<file path="src/rtl/bte_pkg.sv">
`timescale 1ns/1ps
package bte_pkg;
  localparam int IR_W = 8;

  typedef enum logic [2:0] {
    M_BYPASS, M_SAMPLE, M_PSA, M_PRPG, M_TOGGLE, M_COUNT, M_PSACNT, M_MASKLD
  } bte_mode_e;

  // low seven bits of each code; bit 7 carries even parity
  localparam logic [IR_W-2:0] OP_SAMPLE = 7'h01;
  localparam logic [IR_W-2:0] OP_PSA    = 7'h03;
  localparam logic [IR_W-2:0] OP_PRPG   = 7'h05;
  localparam logic [IR_W-2:0] OP_TOGGLE = 7'h06;
  localparam logic [IR_W-2:0] OP_COUNT  = 7'h07;
  localparam logic [IR_W-2:0] OP_PSACNT = 7'h09;
  localparam logic [IR_W-2:0] OP_MASKLD = 7'h0A;
  localparam logic [IR_W-1:0] IR_CAPTURE = 8'h01;
  localparam logic [IR_W-1:0] IR_RESET   = 8'hFF;

  function automatic logic ir_parity_ok(input logic [IR_W-1:0] v);
    return ~(^v);
  endfunction

  function automatic bte_mode_e ir_decode(input logic [IR_W-1:0] v);
    bte_mode_e m;
    m = M_BYPASS;
    if (ir_parity_ok(v)) begin
      case (v[IR_W-2:0])
        OP_SAMPLE: m = M_SAMPLE;
        OP_PSA:    m = M_PSA;
        OP_PRPG:   m = M_PRPG;
        OP_TOGGLE: m = M_TOGGLE;
        OP_COUNT:  m = M_COUNT;
        OP_PSACNT: m = M_PSACNT;
        OP_MASKLD: m = M_MASKLD;
        default:   m = M_BYPASS;
      endcase
    end
    return m;
  endfunction

  function automatic logic is_test_mode(input bte_mode_e m);
    return (m == M_PSA) || (m == M_PRPG) || (m == M_TOGGLE) ||
           (m == M_COUNT) || (m == M_PSACNT);
  endfunction

  function automatic logic is_sig_mode(input bte_mode_e m);
    return (m == M_PSA) || (m == M_PSACNT);
  endfunction

  function automatic logic is_pattern_mode(input bte_mode_e m);
    return (m == M_PRPG) || (m == M_TOGGLE) || (m == M_COUNT) || (m == M_PSACNT);
  endfunction
endpackage

</file>
<file path="src/rtl/bte_ireg.sv">
`timescale 1ns/1ps
module bte_ireg
  import bte_pkg::*;
(
  input  logic      tck,
  input  logic      trst_n,
  input  logic      ir_cap,
  input  logic      ir_shift,
  input  logic      ir_upd,
  input  logic      tdi,
  output logic      ir_tdo,
  output bte_mode_e mode
);
  logic [IR_W-1:0] ir_sr;
  logic            parity_err;

  assign parity_err = ~ir_parity_ok(ir_sr);
  assign ir_tdo     = ir_sr[0];

  always_ff @(posedge tck or negedge trst_n) begin
    if (!trst_n) begin
      ir_sr <= IR_RESET;
      mode  <= M_BYPASS;
    end else begin
      if (ir_cap)        ir_sr <= IR_CAPTURE;
      else if (ir_shift) ir_sr <= {tdi, ir_sr[IR_W-1:1]};
      if (ir_upd)        mode  <= ir_decode(ir_sr);
    end
  end

  AST_PARITY_SAFE: assert property (@(posedge tck) disable iff (!trst_n)
    (ir_upd && parity_err) |=> (mode == M_BYPASS));
  AST_MODE_HOLD: assert property (@(posedge tck) disable iff (!trst_n)
    !ir_upd |=> $stable(mode));
endmodule

</file>
<file path="src/rtl/bte_dreg.sv">
`timescale 1ns/1ps
module bte_dreg
  import bte_pkg::*;
#(
  parameter int W = 18
) (
  input  logic         tck,
  input  logic         trst_n,
  input  logic         dr_cap,
  input  logic         dr_shift,
  input  logic         dr_upd,
  input  logic         tdi,
  input  bte_mode_e    mode,
  input  logic [W-1:0] pin_in,
  input  logic [W-1:0] sig,
  output logic         dr_tdo,
  output logic [W-1:0] bsr,
  output logic [W-1:0] mask
);
  logic byp;
  logic in_bypass;
  logic mask_load;

  assign in_bypass = (mode == M_BYPASS);
  assign mask_load = dr_upd && (mode == M_MASKLD);
  assign dr_tdo    = in_bypass ? byp : bsr[0];

  always_ff @(posedge tck or negedge trst_n) begin
    if (!trst_n) begin
      byp <= 1'b0;
      bsr <= '0;
    end else if (in_bypass) begin
      if (dr_cap)        byp <= 1'b0;
      else if (dr_shift) byp <= tdi;
    end else begin
      if (dr_cap)        bsr <= is_sig_mode(mode) ? sig : pin_in;
      else if (dr_shift) bsr <= {tdi, bsr[W-1:1]};
    end
  end

  always_ff @(posedge tck or negedge trst_n) begin
    if (!trst_n)        mask <= '1;
    else if (mask_load) mask <= bsr;
  end

  AST_MASK_HOLD: assert property (@(posedge tck) disable iff (!trst_n)
    !mask_load |=> $stable(mask));
  AST_BSR_IDLE_IN_BYPASS: assert property (@(posedge tck) disable iff (!trst_n)
    in_bypass |=> $stable(bsr));
endmodule

</file>
<file path="src/rtl/bte_pattern.sv">
`timescale 1ns/1ps
module bte_pattern
  import bte_pkg::*;
#(
  parameter int W   = 18,
  parameter int TAP = 11
) (
  input  logic         tck,
  input  logic         trst_n,
  input  bte_mode_e    mode,
  input  logic         ir_upd,
  input  logic         dr_upd,
  input  logic [W-1:0] bsr,
  input  logic [W-1:0] pin_in,
  input  logic [W-1:0] mask,
  output logic [W-1:0] pat,
  output logic [W-1:0] sig
);
  function automatic logic [W-1:0] lfsr_adv(input logic [W-1:0] s);
    return {s[W-2:0], s[W-1] ^ s[TAP-1]};
  endfunction

  function automatic logic [W-1:0] misr_adv(input logic [W-1:0] s, input logic [W-1:0] d);
    return lfsr_adv(s ^ d);
  endfunction

  function automatic logic [W-1:0] nonzero(input logic [W-1:0] s);
    return (s == '0) ? {{(W-1){1'b0}}, 1'b1} : s;
  endfunction

  logic         seed_pend;
  logic         sig_fold;
  logic         pat_step;
  logic         pat_seed;
  logic [W-1:0] pat_next;

  assign sig_fold = dr_upd && is_sig_mode(mode);
  assign pat_step = dr_upd && is_pattern_mode(mode);
  assign pat_seed = pat_step && seed_pend;

  always_comb begin
    case (mode)
      M_PRPG:   pat_next = seed_pend ? nonzero(bsr) : lfsr_adv(pat);
      M_TOGGLE: pat_next = seed_pend ? bsr : ~pat;
      default:  pat_next = seed_pend ? bsr : pat + 1'b1;
    endcase
  end

  always_ff @(posedge tck or negedge trst_n) begin
    if (!trst_n) begin
      pat       <= '0;
      sig       <= '0;
      seed_pend <= 1'b1;
    end else if (ir_upd) begin
      sig       <= '0;
      seed_pend <= 1'b1;
    end else if (dr_upd) begin
      if (sig_fold) sig <= misr_adv(sig, pin_in & mask);
      if (mode == M_SAMPLE) begin
        pat <= bsr;
      end else if (pat_step) begin
        pat       <= pat_next;
        seed_pend <= 1'b0;
      end
    end
  end

  AST_PRPG_NONZERO: assert property (@(posedge tck) disable iff (!trst_n)
    (dr_upd && mode == M_PRPG) |=> (pat != '0));
  AST_TOGGLE_INV: assert property (@(posedge tck) disable iff (!trst_n)
    (pat_step && !pat_seed && mode == M_TOGGLE) |=> (pat == ~$past(pat)));
  AST_COUNT_INC: assert property (@(posedge tck) disable iff (!trst_n)
    (pat_step && !pat_seed && (mode == M_COUNT || mode == M_PSACNT))
    |=> (pat == W'($past(pat) + 1'b1)));
  AST_SIG_CLEAR: assert property (@(posedge tck) disable iff (!trst_n)
    ir_upd |=> (sig == '0));
  AST_SIG_HOLD: assert property (@(posedge tck) disable iff (!trst_n)
    !(ir_upd || sig_fold) |=> $stable(sig));
endmodule

</file>
<file path="src/rtl/bte_outstage.sv">
`timescale 1ns/1ps
module bte_outstage
  import bte_pkg::*;
#(
  parameter int W = 18
) (
  input  logic         tck,
  input  logic         trst_n,
  input  bte_mode_e    mode,
  input  logic [W-1:0] pat,
  input  logic         tdo_next,
  input  logic [W-1:0] func_out,
  output logic [W-1:0] pin_out,
  output logic         tdo
);
  logic [W-1:0] drv_q;
  logic         force_q;

  always_ff @(negedge tck or negedge trst_n) begin
    if (!trst_n) begin
      drv_q   <= '0;
      force_q <= 1'b0;
      tdo     <= 1'b0;
    end else begin
      drv_q   <= pat;
      force_q <= is_test_mode(mode);
      tdo     <= tdo_next;
    end
  end

  assign pin_out = force_q ? drv_q : func_out;
endmodule

</file>
<file path="src/rtl/bte_engine.sv">
`timescale 1ns/1ps
module bte_engine
  import bte_pkg::*;
#(
  parameter int W   = 18,
  parameter int TAP = 11
) (
  input  logic         tck,
  input  logic         trst_n,
  input  logic         ir_sel,
  input  logic         capture_en,
  input  logic         shift_en,
  input  logic         update_en,
  input  logic         tdi,
  input  logic [W-1:0] pin_in,
  input  logic [W-1:0] func_out,
  output logic [W-1:0] pin_out,
  output logic         tdo
);
  bte_mode_e    mode;
  logic         ir_cap, ir_shift, ir_upd;
  logic         dr_cap, dr_shift, dr_upd;
  logic         ir_tdo, dr_tdo;
  logic [W-1:0] bsr, mask, pat, sig;

  assign ir_cap   = ir_sel & capture_en;
  assign ir_shift = ir_sel & shift_en;
  assign ir_upd   = ir_sel & update_en;
  assign dr_cap   = ~ir_sel & capture_en;
  assign dr_shift = ~ir_sel & shift_en;
  assign dr_upd   = ~ir_sel & update_en;

  bte_ireg u_ireg (
    .tck(tck), .trst_n(trst_n), .ir_cap(ir_cap), .ir_shift(ir_shift),
    .ir_upd(ir_upd), .tdi(tdi), .ir_tdo(ir_tdo), .mode(mode)
  );

  bte_dreg #(.W(W)) u_dreg (
    .tck(tck), .trst_n(trst_n), .dr_cap(dr_cap), .dr_shift(dr_shift),
    .dr_upd(dr_upd), .tdi(tdi), .mode(mode), .pin_in(pin_in), .sig(sig),
    .dr_tdo(dr_tdo), .bsr(bsr), .mask(mask)
  );

  bte_pattern #(.W(W), .TAP(TAP)) u_pattern (
    .tck(tck), .trst_n(trst_n), .mode(mode), .ir_upd(ir_upd), .dr_upd(dr_upd),
    .bsr(bsr), .pin_in(pin_in), .mask(mask), .pat(pat), .sig(sig)
  );

  bte_outstage #(.W(W)) u_out (
    .tck(tck), .trst_n(trst_n), .mode(mode), .pat(pat),
    .tdo_next(ir_sel ? ir_tdo : dr_tdo), .func_out(func_out),
    .pin_out(pin_out), .tdo(tdo)
  );
endmodule

</file>
<file path="config.mk">
export PLATFORM = sky130hd
export DESIGN_NAME = bte_engine
export DESIGN_NICKNAME = d
export VERILOG_FILES = /design/src/rtl/bte_pkg.sv /design/src/rtl/bte_ireg.sv /design/src/rtl/bte_dreg.sv /design/src/rtl/bte_pattern.sv /design/src/rtl/bte_outstage.sv /design/src/rtl/bte_engine.sv
export SDC_FILE = /design/constraint.sdc
export NUM_CORES = 1
export LEC_CHECK = 0
export BUFFER_PORTS_ARGS = -buffer_cell sky130_fd_sc_hd__buf_2
export CORE_ASPECT_RATIO = 0.75
export CORE_MARGIN = 2
export CORE_UTILIZATION = 50
export CTS_BUF_LIST = sky130_fd_sc_hd__clkbuf_4
export DETAILED_ROUTE_END_ITERATION = 6
export GPL_TIMING_DRIVEN = 0
export PLACE_DENSITY_LB_ADDON = 0.05
export SETUP_SLACK_MARGIN = 0.3
export SYNTH_ARGS = -nofsm -noshare
export SYNTH_HDL_FRONTEND = slang
export SYNTH_SLANG_ARGS = --single-unit
</file>
<file path="constraint.sdc">
create_clock -name tck -period 3.6 [get_ports tck]
set_clock_uncertainty 0.15 [all_clocks]
set_input_delay 0.36 -clock tck [delete_from_list [all_inputs] [get_ports tck]]
set_output_delay 0.36 -clock tck [all_outputs]
set_load 0.01 [all_outputs]
</file>
==> impl_metrics.toml, run 1 <==
[cts]
h-tree-depth = 3
cts_sinks = 105
root_buffer = "clkbuf_4"
cts_tree = "built"
cts_buffer_depth = 2
clk_latency_ps = 460
cts_buffers = 9
clk_pin_slew_ps = 140

[floorplan]
rows = 34
io_pins = 62
dieArea_um2 = 13000
core_area_um2 = 11700
fp.dieW_um = 131
chipHeight_um = 99.4
start_util = 0.519

[route]
vias = 5249
ant_nets = 0
dr.pass1.iters = 5
drtIter0Drc = 401
wl_mm = 16.6
routedWlPerCell_um = 18.9
drcViolationCount = 0
via_per_inst = 6.01

[outcome]
violations = "negative setup slack"
outcome = "finished with violations"

[synth]
synth_largest_area_cell = "dfrtp_1"
syn-num-nets = 681
yosysUniqueCellTypes = 64
ys_ff_latch = 105
ys_seq_area_frac = 0.439
async_flop_share = 1.00
syn_area_per_cell_um2 = 9.63
synth-edff-count = 0
yosys_warnings = 0
ys.flop_type = "dfrtp_1"
synth_area_leaders = "dfrtp_1 (24%), dfstp_2 (12%), mux2_2 (10%)"
synth_top_area_share = 0.239
synthCells = 630
synth_area_um2 = 6070

[setup_path]
end_kind = "primary output"
required_ps = 3090
crit_path_max_fanout = 6
setup.worst_path.start_class = "flop"
cp.arrival_ps = 3360
path_class = "flop to primary output"

[finish]
diodes = 0
layout_commonest_cell = "nand2_1"
final_cell_mix = "nand2_1 (73), dfrtp_1 (56), o21ai_0 (52), buf_2 (49), mux2_2 (38)"
syn_to_final_growth_pct = 16.5
nets = 758
final_layout_size_suffix_gt1_frac = 0.265
n_fill_cell = 1034

[placed_design]
io_buffers = 59
globalplace.congestion = 0.935
dp.final_hpwl_mm = 11.6

[sta]
holdWs_ps = 54.4
setup_tns_ps = -4520
worst_pin_slew_ps = 998
report.final.slew_viol_count = 0
finalSetupViolations = 18
rsz0062_at_grt = "true"
hold_viol_final = 0
slew_headroom = 0.329
timing.final.ws_setup_ps = -275

[grt]
grt_overflow_total = 0
grt_pass1_vias = 5086
grt_start_max_net_pins = 64
gr-usage-all-layers = 0.263
grt_pass1_wl_mm = 27.0
grt_antenna_before_repair = 0

[pwr]
p_per_area_nw_per_um2 = 506
power_leakage_nw = 2.93
max-vdd-ir-drop_v = 0.000270

[flow_run]
maxCapViolations = 0

[worst_hold_path]
min_path_type = "input pin to flop"
per-stage QoR:
stage / instances / area [um2] / total power (W) / util / setup slack (ps)
2_1_floorplan: 630 / 6130 / 0.00242 / - / 283
3_3_place_gp: 851 / 6630 / 0.00280 / 0.567 / -803
3_5_place_dp: 852 / 6660 / 0.00284 / 0.570 / 126
4_1_cts: 872 / 7040 / 0.00357 / 0.601 / -319
5_1_grt: 874 / 7070 / 0.00379 / 0.604 / -343
6_report: 874 / 7070 / 0.00357 / 0.604 / -275
cells by family after synthesis:
kind of cell	count (synthesis)	share of synthesized area
AO/OA/AOI/OAI	157	0.169
XOR/XNOR	25	0.0361
adder cells (fa/ha/maj)	8	0.0165
buffers and inverters	62	0.0419
flip-flops	105	0.439
multiplexers	75	0.135
AND/OR/NAND/NOR	198	0.163
per-layer routing:
metal / vias to the layer above / global-route usage / wire length [um]
li1: 2434 / - / -
met1: 2567 / 0.378 / 7690
met2: 222 / 0.408 / 7320
met3: 26 / 0.0607 / 1320
met4: 0 / 0.0610 / 237
met5: - / 0 / 0
final cells by class:
type / count / area, um2 / area share
Buffer: 48 / 234 / 0.0331
Clock inverter: 6 / 88.8 / 0.0126
Multi-Input combinational cell: 463 / 3230 / 0.457
Sequential cell: 105 / 2660 / 0.377
Timing Repair Buffer: 66 / 522 / 0.0738
Inverter: 14 / 52.6 / 0.00743
Clock buffer: 10 / 75.1 / 0.0106
Tap cell: 162 / 203 / 0.0287
critical path, stage by stage, from the launching register on:
cell and delay, ps:
dfrtn_1 440, buf_8 140, clkbuf_16 150, mux2_4 300, buf_6 120
what timing repair did:
action	in CTS	in global routing
gates cloned	1	0
hold buffers	1	0
setup endpoints to repair	19	20
resized for setup	28	7
endpoints found under the hold margin	19	0
buffers inserted	2	2
registers in the layout, summed over array words and instances (netlist names):
signal / count
u_ireg.ir_sr: 8
u_out.tdo: 1
u_pattern.seed_pend: 1
u_dreg.mask: 18
u_out.drv_q: 18
u_ireg.mode: 3
u_pattern.pat: 18
u_out.force_q: 1
u_pattern.sig: 18
u_dreg.byp: 1
u_dreg.bsr: 18
synthesized netlist by cell type (4+ instances only):
cell	instances
nand2_1	73
dfrtp_1	58
mux2_2	55
o21ai_0	53
nor2_1	37
clkbuf_1	33
dfstp_2	27
a21oi_1	23
dfrtn_1	20
mux2i_1	20
xor2_1	20
inv_1	14
a211oi_1	13
nor4_1	13
nand2b_1	12
nand3_1	11
nand4_1	11
buf_2	10
a2bb2oi_1	9
ha_1	8
nor2b_1	8
o22ai_1	8
nor3_1	7
a31oi_1	6
o221ai_1	6
a22o_1	5
xnor2_1	5
a221oi_1	4
a22oi_1	4
and2_1	4
o31ai_1	4
report_power, final:
part	internal, W	switching, W
clock	0.000292	0.000396
sequential	0.00147	0.000371
combinational	0.000476	0.000570
path summary, 6_finish.rpt:
check	start	endpoint	slack, ps	cells after the start
max	u_out.force_q$_DFF_NN0_	pin_out[4]	-270	4
min	update_en	u_pattern.seed_pend$_DFFE_PN1P_	50	3
max reg2reg	u_ireg.mode[0]$_DFFE_PN0P_	u_out.tdo$_DFF_NN0_	340	4
min reg2reg	u_ireg.ir_sr[6]$_DFFE_PN1P_	u_ireg.ir_sr[6]$_DFFE_PN1P_	380	2
max in group asynchronous	trst_n	u_out.drv_q[2]$_DFF_NN0_	870	2
min in group asynchronous	trst_n	u_pattern.pat[17]$_DFFE_PN0P_	270	2
No activity file was read; power rests on OpenSTA's default activity.
==> inputs of run 2 (changes only) <==
--- a/config.mk
+++ b/config.mk
@@ -14,6 +14,7 @@
 export GPL_TIMING_DRIVEN = 0
 export PLACE_DENSITY_LB_ADDON = 0.05
 export SETUP_SLACK_MARGIN = 0.3
+export SKIP_CTS_REPAIR_TIMING = 1
 export SYNTH_ARGS = -nofsm -noshare
 export SYNTH_HDL_FRONTEND = slang
 export SYNTH_SLANG_ARGS = --single-unit
==> constraint.sdc (replaced) <==
create_clock -name tck -period 3.6 [get_ports tck]
set_clock_uncertainty 0.15 [all_clocks]
set_input_delay 0.36 -clock tck [delete_from_list [all_inputs] [get_ports tck]]
set_output_delay 0.36 -clock tck [all_outputs]
set_load 0.005 [all_outputs]
==> impl_metrics.toml, run 2 (synthesis gave the netlist of run 1 again) <==
[finish]
post-route-util = 0.593
diodes = 0
final_layout_size_suffix_gt1_frac = 0.265
layout_commonest_cell = "nand2_1"
syn_to_final_growth_pct = 14.3
stdcell_count = 876
final_cell_mix = "nand2_1 (73), buf_2 (60), dfrtp_1 (57), o21ai_0 (53), mux2_2 (46)"
final_cell_area_um2 = 6940
nets = 760

[sta]
worst_pin_slew_ps = 913
rsz0062_at_grt = "true"
hold_viol_final = 0
setup_tns_ps = -4820
slew_headroom = 0.386
report.final.slew_viol_count = 0
finalSetupViolations = 18
timing.final.ws_setup_ps = -296

[route]
dr.pass1.iters = 5
topRoutingLayerUsed = "met4"
routedWlPerCell_um = 18.9
met1_length_mm = 7.84
wl_mm = 16.6
wl_met3_mm = 1.13
ant_nets = 0
wl_met2_mm = 7.35
drtIter0Drc = 360
drcViolationCount = 0
via_per_inst = 5.85
vias = 5125

[floorplan]
core_area_um2 = 11700
start_util = 0.519
io_pins = 62
chipHeight_um = 99.4
fp.dieW_um = 131
rows = 34
dieArea_um2 = 13000

[worst_hold_path]
min_to = "u_ireg.ir_sr[7]$_DFFE_PN1P_"
min_path_type = "input pin to flop"
holdPathStages = 3
min-delay-start = "tdi"

[cts]
cts_buffer_depth = 2
cts_buffers = 9
clk_latency_ps = 480
root_buffer = "clkbuf_4"
cts_tree = "built"
h-tree-depth = 3
cts_sinks = 105
clk_pin_slew_ps = 180

[setup_path]
reg2reg_to = "u_out.tdo$_DFF_NN0_"
crit_path_max_fanout = 8
cp.arrival_ps = 3390
r2r_cells = 3
r2r_start = "u_ireg.mode[2]$_DFFE_PN0P_"
setup.worst_path.start_class = "flop"
cp_cell_sequence = "buf_8 -> clkbuf_16 -> mux2_4 -> buf_6"
rrSetupSlack_ps = 370
path_class = "flop to primary output"
cp_slowest_stage_delay_ps = 440
slowest_stage = "dfrtn_1"
end_kind = "primary output"
required_ps = 3090

[flow_run]
maxCapViolations = 0

[grt]
grt_pass1_wl_mm = 26.4
gr-usage-all-layers = 0.257
grt_start_max_net_pins = 70
grt_overflow_total = 0
grt_pass1_vias = 4876
grt_antenna_before_repair = 0

[placed_design]
globalplace.congestion = 0.902
dp.final_hpwl_mm = 11.8
pre_cts_ws_ps = 114
placed_cell_area_um2 = 6630
place_inst = 852
io_buffers = 59

[pwr]
power_leakage_nw = 2.88
max-vdd-ir-drop_v = 0.000262
p_per_area_nw_per_um2 = 498

[outcome]
outcome = "finished with violations"
violations = "negative setup slack"
run 2: changes by cell type in the layout (fill, tap and decap cells not counted), sizes merged:
cell,previous run,this run
buf,79,81
bufinv,2,0
clkbuf,44,42
clkinv,1,4
clkinvlp,1,0
dlygate4sd3,1,2
inv,16,17
run 2: area by class of cell:
class | count | area (um2)
fill | 1000 | 4760
multi-input combinational | 463 | 3200
sequential | 105 | 2660
timing repair buffer | 68 | 448
buffer | 48 | 234
tap | 162 | 203
clock inverter | 7 | 72.6
clock buffer | 9 | 67.6
inverter | 14 | 52.6
run 2: worst max-delay path, delay by kind of cell, from the launching register on:
family	cells	cell delay [ps]
buffers and inverters	3	410
DFF	1	440
muxes	1	300
run 2: layer usage:
layer	track usage	vias up
met3	0.0499	22
met1	0.376	2494
met2	0.398	173
li1	-	2436
met4	0.0644	0
met5	0	-
run 2: worst max-delay path by stage:
stage / startpoint / to / slack (ps) / depth (start not counted)
5_1_grt: u_out.force_q$_DFF_NN0_ / pin_out[0] / -360 / 4
4_1_cts: u_out.force_q$_DFF_NN0_ / pin_out[0] / -380 / 4
3_5_place_dp: u_out.force_q$_DFF_NN0_ / pin_out[0] / 110 / 4
3_3_place_gp: trst_n / u_out.tdo$_DFF_NN0_ / -820 / 1
2_1_floorplan: u_out.force_q$_DFF_NN0_ / pin_out[0] / 280 / 3
6_report: u_out.force_q$_DFF_NN0_ / pin_out[0] / -300 / 4
run 2: power breakdown:
| group | switching (W) | internal, W |
|---|---|---|
| clock | 0.000449 | 0.000161 |
| sequential | 0.000371 | 0.00147 |
| combinational | 0.000549 | 0.000455 |
run 2: through the flow:
step                      hold slack, ps  power, W
after floorplan                    -85.6   0.00241
after global placement               359   0.00279
after detailed placement             211   0.00282
after CTS                           -337   0.00342
after global routing                39.9   0.00367
final                               71.2   0.00345
